==> src/rtl/tmr_pkg.sv <==
`timescale 1ns/1ps
// Shared constants for the alarm timer: register word indices (byte offset / 4).
// Assumes a 7-bit byte address with the two low bits ignored.
package tmr_pkg;
    localparam int WORD_W = 5;
    typedef logic [WORD_W-1:0] word_t;

    localparam word_t W_TIME_HI_WR = 5'd0;
    localparam word_t W_TIME_LO_WR = 5'd1;
    localparam word_t W_TIME_HI_RD = 5'd2;
    localparam word_t W_TIME_LO_RD = 5'd3;
    localparam word_t W_ALARM0     = 5'd4;
    localparam word_t W_ARMED      = 5'd8;
    localparam word_t W_RAW_HI     = 5'd9;
    localparam word_t W_RAW_LO     = 5'd10;
    localparam word_t W_DBG        = 5'd11;
    localparam word_t W_PAUSE      = 5'd12;
    localparam word_t W_IRQ_RAW    = 5'd13;
    localparam word_t W_IRQ_EN     = 5'd14;
    localparam word_t W_IRQ_FRC    = 5'd15;
    localparam word_t W_IRQ_STAT   = 5'd16;
endpackage

==> src/rtl/tmr_count.sv <==
`timescale 1ns/1ps
// Double-width time counter with a buffered split load.
// Assumes: the low-word write comes before the high-word write; the high-word
// write loads both halves at once and takes priority over counting.
module tmr_count #(
    parameter int DW = 32
) (
    input  logic            clk,
    input  logic            rst_n,
    input  logic            tick_en,
    input  logic            halt,
    input  logic            lo_we,
    input  logic            hi_we,
    input  logic [DW-1:0]   wdata,
    output logic [2*DW-1:0] cnt
);
    localparam int CW = 2 * DW;
    localparam logic [CW-1:0] STEP = CW'(1);

    logic [DW-1:0] lo_buf;

    // Hold the low half until the matching high half arrives.
    always_ff @(posedge clk) begin
        if (!rst_n)     lo_buf <= '0;
        else if (lo_we) lo_buf <= wdata;
    end

    // Load both halves, or step once per unheld tick.
    always_ff @(posedge clk) begin
        if (!rst_n)                 cnt <= '0;
        else if (hi_we)             cnt <= {wdata, lo_buf};
        else if (tick_en && !halt)  cnt <= cnt + STEP;
    end

    AST_LOAD_BOTH_HALVES: assert property (@(posedge clk) disable iff (!rst_n)
        hi_we |=> cnt == {$past(wdata), $past(lo_buf)});
    AST_STEP_ONE: assert property (@(posedge clk) disable iff (!rst_n)
        (!hi_we && tick_en && !halt) |=> cnt == $past(cnt) + STEP);
    AST_HOLD_WHEN_HALTED: assert property (@(posedge clk) disable iff (!rst_n)
        (!hi_we && halt) |=> $stable(cnt));
endmodule

==> src/rtl/tmr_alarm.sv <==
`timescale 1ns/1ps
// Bank of compare alarms against the low half of the count.
// Assumes: writing a target arms the alarm and wins over a same-cycle match or
// disarm; a match on an armed alarm fires for one cycle and disarms it.
module tmr_alarm #(
    parameter int DW = 32,
    parameter int N  = 4
) (
    input  logic                clk,
    input  logic                rst_n,
    input  logic [DW-1:0]       cnt_lo,
    input  logic [N-1:0]        arm_we,
    input  logic [N-1:0]        disarm,
    input  logic [DW-1:0]       wdata,
    output logic [N-1:0][DW-1:0] target,
    output logic [N-1:0]        armed,
    output logic [N-1:0]        fire
);
    for (genvar i = 0; i < N; i++) begin : g_alarm
        // Fire pulse: armed, matching, and not being rewritten.
        assign fire[i] = armed[i] && (cnt_lo == target[i]) && !arm_we[i];

        // Target and armed state of one alarm.
        always_ff @(posedge clk) begin
            if (!rst_n) begin
                target[i] <= '0;
                armed[i]  <= 1'b0;
            end else if (arm_we[i]) begin
                target[i] <= wdata;
                armed[i]  <= 1'b1;
            end else if (disarm[i] || fire[i]) begin
                armed[i]  <= 1'b0;
            end
        end

        AST_ARM_ON_WRITE: assert property (@(posedge clk) disable iff (!rst_n)
            arm_we[i] |=> armed[i] && target[i] == $past(wdata));
        AST_FIRE_DISARMS: assert property (@(posedge clk) disable iff (!rst_n)
            fire[i] |=> !armed[i]);
        AST_DISARM_WRITE: assert property (@(posedge clk) disable iff (!rst_n)
            (disarm[i] && !arm_we[i]) |=> !armed[i]);
    end
endmodule

==> src/rtl/tmr_irq.sv <==
`timescale 1ns/1ps
// Per-alarm raw, enable and force bits and the combined interrupt status.
// Assumes: a fire event in the same cycle as a write-1 clear leaves the bit set.
module tmr_irq #(
    parameter int N = 4
) (
    input  logic         clk,
    input  logic         rst_n,
    input  logic [N-1:0] fire,
    input  logic         clr_we,
    input  logic         en_we,
    input  logic         frc_we,
    input  logic [N-1:0] wdata,
    output logic [N-1:0] raw,
    output logic [N-1:0] en,
    output logic [N-1:0] frc,
    output logic [N-1:0] status
);
    logic [N-1:0] clr_mask;

    // Bits being cleared by software this cycle.
    assign clr_mask = clr_we ? wdata : '0;

    // Raw bits: set by firing, cleared by write-one.
    always_ff @(posedge clk) begin
        if (!rst_n) raw <= '0;
        else        raw <= (raw & ~clr_mask) | fire;
    end

    // Enable and force registers.
    always_ff @(posedge clk) begin
        if (!rst_n) begin
            en  <= '0;
            frc <= '0;
        end else begin
            if (en_we)  en  <= wdata;
            if (frc_we) frc <= wdata;
        end
    end

    // Masked raw merged with forced bits.
    assign status = (raw & en) | frc;

    AST_FIRE_SETS_RAW: assert property (@(posedge clk) disable iff (!rst_n)
        (|fire) |=> (raw & $past(fire)) == $past(fire));
    AST_CLEAR_WORKS: assert property (@(posedge clk) disable iff (!rst_n)
        (clr_we && |(wdata & ~fire)) |=> (raw & $past(wdata & ~fire)) == '0);
endmodule

==> src/rtl/tick_alarm_timer.sv <==
`timescale 1ns/1ps
// Top of the 64-bit alarm timer: register decode, read mux, coherent-read
// capture and hold logic around the counter, alarm bank and interrupt block.
// Assumes: N <= 4 (the alarm words sit between the time words and the armed
// word); read data is combinational from the address; bus_rd is used only
// for the capture side effect of the low-word read.
module tick_alarm_timer #(
    parameter int DW = 32,
    parameter int N  = 4
) (
    input  logic                     clk,
    input  logic                     rst_n,
    input  logic                     tick_en,
    input  logic [1:0]               dbg_halt,
    input  logic                     bus_wr,
    input  logic                     bus_rd,
    input  logic [tmr_pkg::WORD_W+1:0] bus_addr,
    input  logic [DW-1:0]            bus_wdata,
    output logic [DW-1:0]            bus_rdata,
    output logic [N-1:0]             irq
);
    import tmr_pkg::*;

    localparam int CW = 2 * DW;

    word_t                word;
    logic                 unused_addr;
    logic [CW-1:0]        cnt;
    logic [DW-1:0]        hi_latch;
    logic [1:0]           dbg_en;
    logic                 sw_pause;
    logic                 halt;
    logic [N-1:0]         arm_we;
    logic [N-1:0]         disarm;
    logic [N-1:0][DW-1:0] target;
    logic [N-1:0]         armed;
    logic [N-1:0]         fire;
    logic [N-1:0]         raw;
    logic [N-1:0]         en;
    logic [N-1:0]         frc;
    logic [N-1:0]         status;
    logic                 lo_rd;

    // Word index; byte lanes are ignored.
    assign word        = bus_addr[WORD_W+1:2];
    assign unused_addr = ^bus_addr[1:0];
    assign lo_rd       = bus_rd && (word == W_TIME_LO_RD);

    // Counter is held by software pause or an enabled debug halt.
    assign halt = sw_pause || |(dbg_en & dbg_halt);

    // Per-alarm arm strobes and write-one disarm mask.
    for (genvar i = 0; i < N; i++) begin : g_dec
        assign arm_we[i] = bus_wr && (word == word_t'(W_ALARM0 + i));
    end
    assign disarm = (bus_wr && word == W_ARMED) ? bus_wdata[N-1:0] : '0;

    // Control registers: software pause and debug-halt enables.
    always_ff @(posedge clk) begin
        if (!rst_n) begin
            sw_pause <= 1'b0;
            dbg_en   <= 2'b11;
        end else if (bus_wr) begin
            if (word == W_PAUSE) sw_pause <= bus_wdata[0];
            if (word == W_DBG)   dbg_en   <= bus_wdata[2:1];
        end
    end

    // Capture the high word when the low word is read.
    always_ff @(posedge clk) begin
        if (!rst_n)     hi_latch <= '0;
        else if (lo_rd) hi_latch <= cnt[CW-1:DW];
    end

    tmr_count #(.DW(DW)) u_count (
        .clk     (clk),
        .rst_n   (rst_n),
        .tick_en (tick_en),
        .halt    (halt),
        .lo_we   (bus_wr && word == W_TIME_LO_WR),
        .hi_we   (bus_wr && word == W_TIME_HI_WR),
        .wdata   (bus_wdata),
        .cnt     (cnt)
    );

    tmr_alarm #(.DW(DW), .N(N)) u_alarm (
        .clk    (clk),
        .rst_n  (rst_n),
        .cnt_lo (cnt[DW-1:0]),
        .arm_we (arm_we),
        .disarm (disarm),
        .wdata  (bus_wdata),
        .target (target),
        .armed  (armed),
        .fire   (fire)
    );

    tmr_irq #(.N(N)) u_irq (
        .clk    (clk),
        .rst_n  (rst_n),
        .fire   (fire),
        .clr_we (bus_wr && word == W_IRQ_RAW),
        .en_we  (bus_wr && word == W_IRQ_EN),
        .frc_we (bus_wr && word == W_IRQ_FRC),
        .wdata  (bus_wdata[N-1:0]),
        .raw    (raw),
        .en     (en),
        .frc    (frc),
        .status (status)
    );

    assign irq = status;

    // Read mux: every unmapped or write-only word returns zero.
    always_comb begin
        bus_rdata = '0;
        case (word)
            W_TIME_HI_RD:         bus_rdata = hi_latch;
            W_TIME_LO_RD,
            W_RAW_LO:             bus_rdata = cnt[DW-1:0];
            W_RAW_HI:             bus_rdata = cnt[CW-1:DW];
            W_ARMED:              bus_rdata[N-1:0] = armed;
            W_DBG:                bus_rdata[2:1] = dbg_en;
            W_PAUSE:              bus_rdata[0] = sw_pause;
            W_IRQ_RAW:            bus_rdata[N-1:0] = raw;
            W_IRQ_EN:             bus_rdata[N-1:0] = en;
            W_IRQ_FRC:            bus_rdata[N-1:0] = frc;
            W_IRQ_STAT:           bus_rdata[N-1:0] = status;
            default:              bus_rdata = '0;
        endcase
        for (int i = 0; i < N; i++) begin
            if (word == word_t'(W_ALARM0 + i)) bus_rdata = target[i];
        end
    end

    AST_LATCH_ONLY_ON_LO_READ: assert property (@(posedge clk) disable iff (!rst_n)
        !lo_rd |=> $stable(hi_latch));
    AST_LATCH_TAKES_HIGH: assert property (@(posedge clk) disable iff (!rst_n)
        lo_rd |=> hi_latch == $past(cnt[CW-1:DW]));
    AST_DBG_HOLDS: assert property (@(posedge clk) disable iff (!rst_n)
        (|(dbg_en & dbg_halt) && !(bus_wr && word == W_TIME_HI_WR)) |=> $stable(cnt));
endmodule

==> config.mk <==
export PLATFORM = sky130hd
export DESIGN_NAME = tick_alarm_timer
export DESIGN_NICKNAME = d
export VERILOG_FILES = /design/src/rtl/tmr_pkg.sv /design/src/rtl/tmr_count.sv /design/src/rtl/tmr_alarm.sv /design/src/rtl/tmr_irq.sv /design/src/rtl/tick_alarm_timer.sv
export SDC_FILE = /design/constraint.sdc
export NUM_CORES = 1
export LEC_CHECK = 0
export ABC_AREA = 0
export CAP_MARGIN = 10
export CORE_ASPECT_RATIO = 1.25
export CORE_MARGIN = 1
export CORE_UTILIZATION = 45
export DETAILED_ROUTE_END_ITERATION = 8
export GPL_ROUTABILITY_DRIVEN = 0
export PLACE_DENSITY = 0.6
export SLEW_MARGIN = 20
export SYNTH_ARGS = -nofsm -noshare
export SYNTH_HDL_FRONTEND = slang
export SYNTH_SLANG_ARGS = --single-unit
==> constraint.sdc <==
create_clock -name clk -period 2.9 [get_ports clk]
set_input_delay 0.29 -clock clk [delete_from_list [all_inputs] [get_ports clk]]
set_output_delay 0.29 -clock clk [all_outputs]
set_load 0.02 [all_outputs]
# --- Yosys cells after proc, flatten, opt, wreduce, memory -nomap -nowiden ---
# Cells that the tools add are included.
op_classes:
  addsub: 1
  eq_ne: 20
  muxes: 20
  bitwise_logic: 6
  reduce_logical: 40
op_table:
  columns: ["operator", "n"]
  rows:
  - ["$eq 32x32->1", 4]
  - ["$mux 32", 4]
  - ["$mux 64", 2]
  - ["$pmux 28 s3", 1]
  - ["$add 64x1->64 const B", 1]
  - ["$eq 5x4->1 const B", 8]
  - ["$eq 5x3->1 const B", 4]
  - ["$logic_and 1x1->1", 20]
  - ["$pmux 2 s9", 1]
  - ["$eq 5x2->1 const B", 2]
  - ["$reduce_bool 2->1", 5]
  - ["$pmux 1 s9", 1]
  - ["$and 4x4->4", 2]
  - ["$mux 1", 8]
  - ["$mux 4", 2]
  - ["$or 4x4->4", 2]
  - ["$pmux 1 s8", 1]
  - ["$eq 5x1->1 const B", 1]
  - ["$eq 5x5->1 const B", 1]
  - ["$logic_not 1->1", 5]
  - ["$logic_not 5->1", 1]
  - ["$logic_or 1x1->1", 5]
  - ["$not 4->4", 1]
  - ["$reduce_and 2->1", 2]
  - ["other kinds (2)", 3]
word_totals:
  regBits: 275
  input_bits: 46
  output_inout_bits: 36
  wordCells: 103

# --- Depth between registers and ports, before layout ---
depth:
  ltp_word: 7
  mapped_depth: 9
  ltp_nobuf: 7

# --- By module ---
# A second synthesis with hierarchy kept.
unflattened:
  cells_unflattened: 1753
  area_unflattened_um2: 15633.7
by_module_without_submodules:
  columns: ["module", "instances", "cells_per_inst", "area_per_inst_um2", "seq_area_each_um2"]
  rows:
  - ["tmr_alarm", 1, 639, 6718.9, 2642.5]
  - ["tmr_count", 1, 604, 5082.4, 1921.8]
  - ["tick_alarm_timer", 1, 463, 3338.2, 700.7]
  - ["tmr_irq", 1, 47, 494.2, 240.2]

# --- Worst setup path before layout ---
# No wires, ideal clock.
synth_path:
  path_kind: "input to output"
  from: "input bus_addr[6] in the netlist's numbering"
  to: "output bus_rdata[3]"
  t_arrival_ns: 2.169
  slack_ns: 0.441
  path_stages: 9
  path_buffers: 3
  cell_sequence: "clkbuf_1 -> or2_1 -> clkbuf_1 -> nor3_1 -> clkbuf_1 -> a22oi_1 -> nand4_1 -> a211oi_1 -> o21ai_0"
synth_between:
  elab_chain_len: 7
  elab_cells_between_ends: 19
  cone_classes: "eq/ne (13); mux (5); reduce/logical (1)"
synth_lines:
  columns: ["element", "line_no", "source"]
  rows:
  - ["from (decl)", "tick_alarm_timer.sv:17", "input logic [tmr_pkg::WORD_W+1:0] bus_addr,"]
  - ["$eq 5x2->1 or $eq 5x4->1 (tied branches)", "tick_alarm_timer.sv:117", "case (word)"]
  - ["$reduce_or 2->1", "tick_alarm_timer.sv:117", null]
  - ["$pmux 1 s8", "tick_alarm_timer.sv:117", null]
  - ["$mux 32 (3 in a row)", "tick_alarm_timer.sv:132", "if (word == word_t'(W_ALARM0 + i)) bus_rdata = target[i];"]
  - ["$mux 32 (*)", "tick_alarm_timer.sv:132", null]
  - ["to (decl)", "tick_alarm_timer.sv:19", "output logic [DW-1:0] bus_rdata,"]
# Every way passes the cells marked *; elsewhere a longest branch is shown, timed or not.

# --- Worst setup path in the final report ---
layout_path:
  from: "input bus_addr[5] in the netlist's numbering"
  to: "output bus_rdata[30]"
layout_between:
  elab_chain_len: 7
  elab_cells_between_ends: 14
  cone_classes: "eq/ne (8); mux (5); reduce/logical (1)"
layout_lines:
  columns: ["element", "line_no"]
  rows:
  - ["$eq 5x2->1 or $eq 5x4->1 (tied branches)", "tick_alarm_timer.sv:117"]
  - ["$reduce_or 2->1", "tick_alarm_timer.sv:117"]
  - ["$pmux 28 s3", "tick_alarm_timer.sv:117"]
  - ["$mux 32 (3 in a row)", "tick_alarm_timer.sv:132"]
  - ["$mux 32 (*)", "tick_alarm_timer.sv:132"]
# Marked as above.

==> flow_summary.yaml <==
cts:
  cts_tree: "done"
  cts_root_buffer: "clkbuf_16"
  clkSinkCount: 275
  clock_path_buffers: 3
  cts.reportedPaths.clkPinSlew_ns: 0.06
  numCtsBuffers: 29
  h-tree-depth: 1
  clkLatencyLatePin_ns: 0.58
place:
  port_buffers: 79
  post-dp-hpwl_mm: 40.5
  place_inst: 2303
die:
  fp.dieW_um: 161
  fp.coreArea_um2: 31000
  initial_utilization: 0.457
  die_area_um2: 32200
  ioPinCount: 82
  num_rows: 72
  die_h_um: 200
yosys:
  synth_common_cells: "nand2_1, dfxtp_1, a21oi_1"
  yosysMostFrequentCell: "nand2_1"
  netlist_area_um2: 14200
  netlist_instances: 1834
  synth.area.top_cells: "dfxtp_1, nand2_1, a21oi_1"
  synth_seq_cells: 275
  syn-num-nets: 1881
  yosysTopAreaCellShare: 0.389
  syn_avg_cell_area_um2: 7.72
  seq_area_frac_synth: 0.389
  yosysWarnings: 0
  async_reset_ff_frac: 0
  synth_top_cell_by_area: "dfxtp_1"
  synth_cell_types: 64
  synth_enable_flop_cells: 0
  synth_top_flop_cell: "dfxtp_1"
power_and_ir_drop:
  powerDensity_nw_per_um2: 489
  peakVddDrop_v: 0.000503
  p_leak_nw: 6.00
routing:
  drtPass1Iterations: 8
  drt-initial-drc-count: 1775
  drc: 0
  detail_route.wl_per_cell_um: 23.9
  ant_nets: 0
  wl_mm: 56.4
  drt-vias-per-instance: 6.02
  num_vias: 14180
sta:
  finalMaxSlewViolations: 0
  setup_viol: 0
  fin_skew_ns: 0.0297
  fmax_mhz: 347
  finalCriticalPeriod_ns: 2.88
  period_share: 0.993
  holdWs_ns: 0.316
  max_slew_margin: 0.427
  worst_pin_slew_ns: 0.854
  finalHoldViolCount: 0
global_routing:
  first_global_vias: 13465
  antenna_found_initial: 2
  grt_max_degree: 86
  track_usage: 0.348
  grt_pass1_wl_mm: 84.5
  grt-ovfl-total: 0
run_status:
  status: "complete, no violations"
final_layout:
  layout.cells.non_filler: 2355
  final.fill_count: 2994
  insertedDiodeCount: 0
  synthToLayoutAreaGrowth_pct: 20.1
  fin_nets: 1974
  drive_gt1_frac: 0.130
min_path:
  hold_path.class: "input pin to register"
  hold_depth: 3
worst_setup_path:
  endpoint_kind: "output pin"
  start_kind: "input pin"
  worstPathRequired_ns: 2.61
  r2r_cells: 8
  arrival_ns: 2.59
  path_max_fanout: 9
  critPathKind: "input pin to output pin"
flow_run:
  maxCapViolCount: 0
## through the flow
stage	TNS, ns	worst slack, ns	cell area (um2)	power [mW]	utilization
global route	-0.0161	-0.0161	17000	8.52	0.549
global placement	-5.63	-0.293	16100	4.50	0.518
floorplan	0	0.441	14200	4.20	-
CTS	0	0.00127	17000	8.32	0.549
detailed placement	-5.59	-0.265	16100	4.50	0.518
finish	0	0.0215	17000	8.31	0.549
## final cells by class
| cell class | instances | area (um2) | area share |
|---|---|---|---|
| clock inverters | 8 | 96.3 | 0.00567 |
| repair buffers | 230 | 2060 | 0.121 |
| well taps | 407 | 509 | 0.0299 |
| multi-input cells | 1378 | 7890 | 0.464 |
| clock buffers | 44 | 892 | 0.0525 |
| inverters | 13 | 53.8 | 0.00316 |
| flip-flops and latches | 275 | 5510 | 0.324 |
## cell usage in the layout (no fill, tap or decap), types with 4 or more instances in the layout
master / count
a211oi_1: 12
a21oi_1: 257
a221o_1: 30
a222oi_1: 28
a22oi_1: 40
a31oi_1: 4
and2_1: 7
and3_1: 13
and4_1: 4
buf_12: 17
buf_4: 133
clkbuf_1: 4
clkbuf_16: 29
clkbuf_2: 13
clkbuf_8: 11
clkdlybuf4s15_1: 5
clkdlybuf4s50_1: 46
clkinv_2: 4
dfxtp_1: 275
dlygate4sd2_1: 13
inv_1: 10
mux2i_1: 7
nand2_1: 466
nand3_1: 53
nand4_1: 39
nor2_1: 43
nor2b_1: 4
nor3_1: 33
nor3_2: 9
nor4_1: 23
o21ai_0: 58
o21ai_1: 4
or3_1: 5
xnor2_1: 139
xor2_1: 48
## routing by layer
metal | share of wire | GRT usage | up-vias | wire (um)
met3 | 0.084 | 0.0503 | 189 | 4750
li1 | - | - | 6548 | -
met1 | 0.38 | 0.429 | 6692 | 21300
met4 | 0.073 | 0.226 | 4 | 4140
met5 | 0.00048 | 0 | - | 27
met2 | 0.46 | 0.565 | 747 | 26100
## state kept, by name, summed over array words and instances, names as in the netlist
name	cells
hi_latch	32
u_count.cnt	64
dbg_en	2
sw_pause	1
u_alarm.target	128
u_irq.en	4
u_alarm.armed	4
u_count.lo_buf	32
u_irq.raw	4
u_irq.frc	4
## cell families after synthesis
kind of cell | synth area share
flip-flops | 0.389
adder cells (fa/ha/maj) | 0.000883
XOR/XNOR | 0.116
AO/OA/AOI/OAI | 0.192
AND/OR/NAND/NOR | 0.238
multiplexers | 0.00495
buffers and inverters | 0.0599
## critical path, stage by stage
cell and delay, ns:
clkdlybuf4s50_1 0.47, buf_4 0.18, buf_4 0.14, nand2b_1 0.10, nor3_2 0.04, buf_4 0.20, buf_4 0.17, a22oi_1 0.16
nand2_1 0.12, a221o_1 0.36, dlygate4sd2_1 0.35
## final timing paths
kind | slack [ns] | end | from
setup / recovery | 0.02 | bus_rdata[30] | bus_addr[5]
hold / removal | 0.32 | u_count.lo_buf[31]$_SDFFE_PN0P_ | rst_n
setup reg to reg | 0.52 | u_count.cnt[50]$_SDFFE_PN0P_ | u_count.cnt[13]$_SDFFE_PN0P_
hold reg to reg | 0.45 | u_count.lo_buf[20]$_SDFFE_PN0P_ | u_count.lo_buf[20]$_SDFFE_PN0P_
## report_power, final
part,leakage [nW],internal [mW],switching (mW),total (mW)
clock,0.490,2.28,1.59,3.87
sequential,2.22,3.81,0.0335,3.84
combinational,3.29,0.216,0.384,0.600
total,6.00,6.31,2.01,8.31
## what timing repair did
item / in CTS / in global routing
hold buffers: 0 / 0
gates cloned: 0 / 0
resized for setup: 37 / 35
pin swaps: 1 / 8
setup endpoints to repair: 32 / 25
buffers inserted: 0 / 0
No activity file was read; power rests on OpenSTA's default activity.
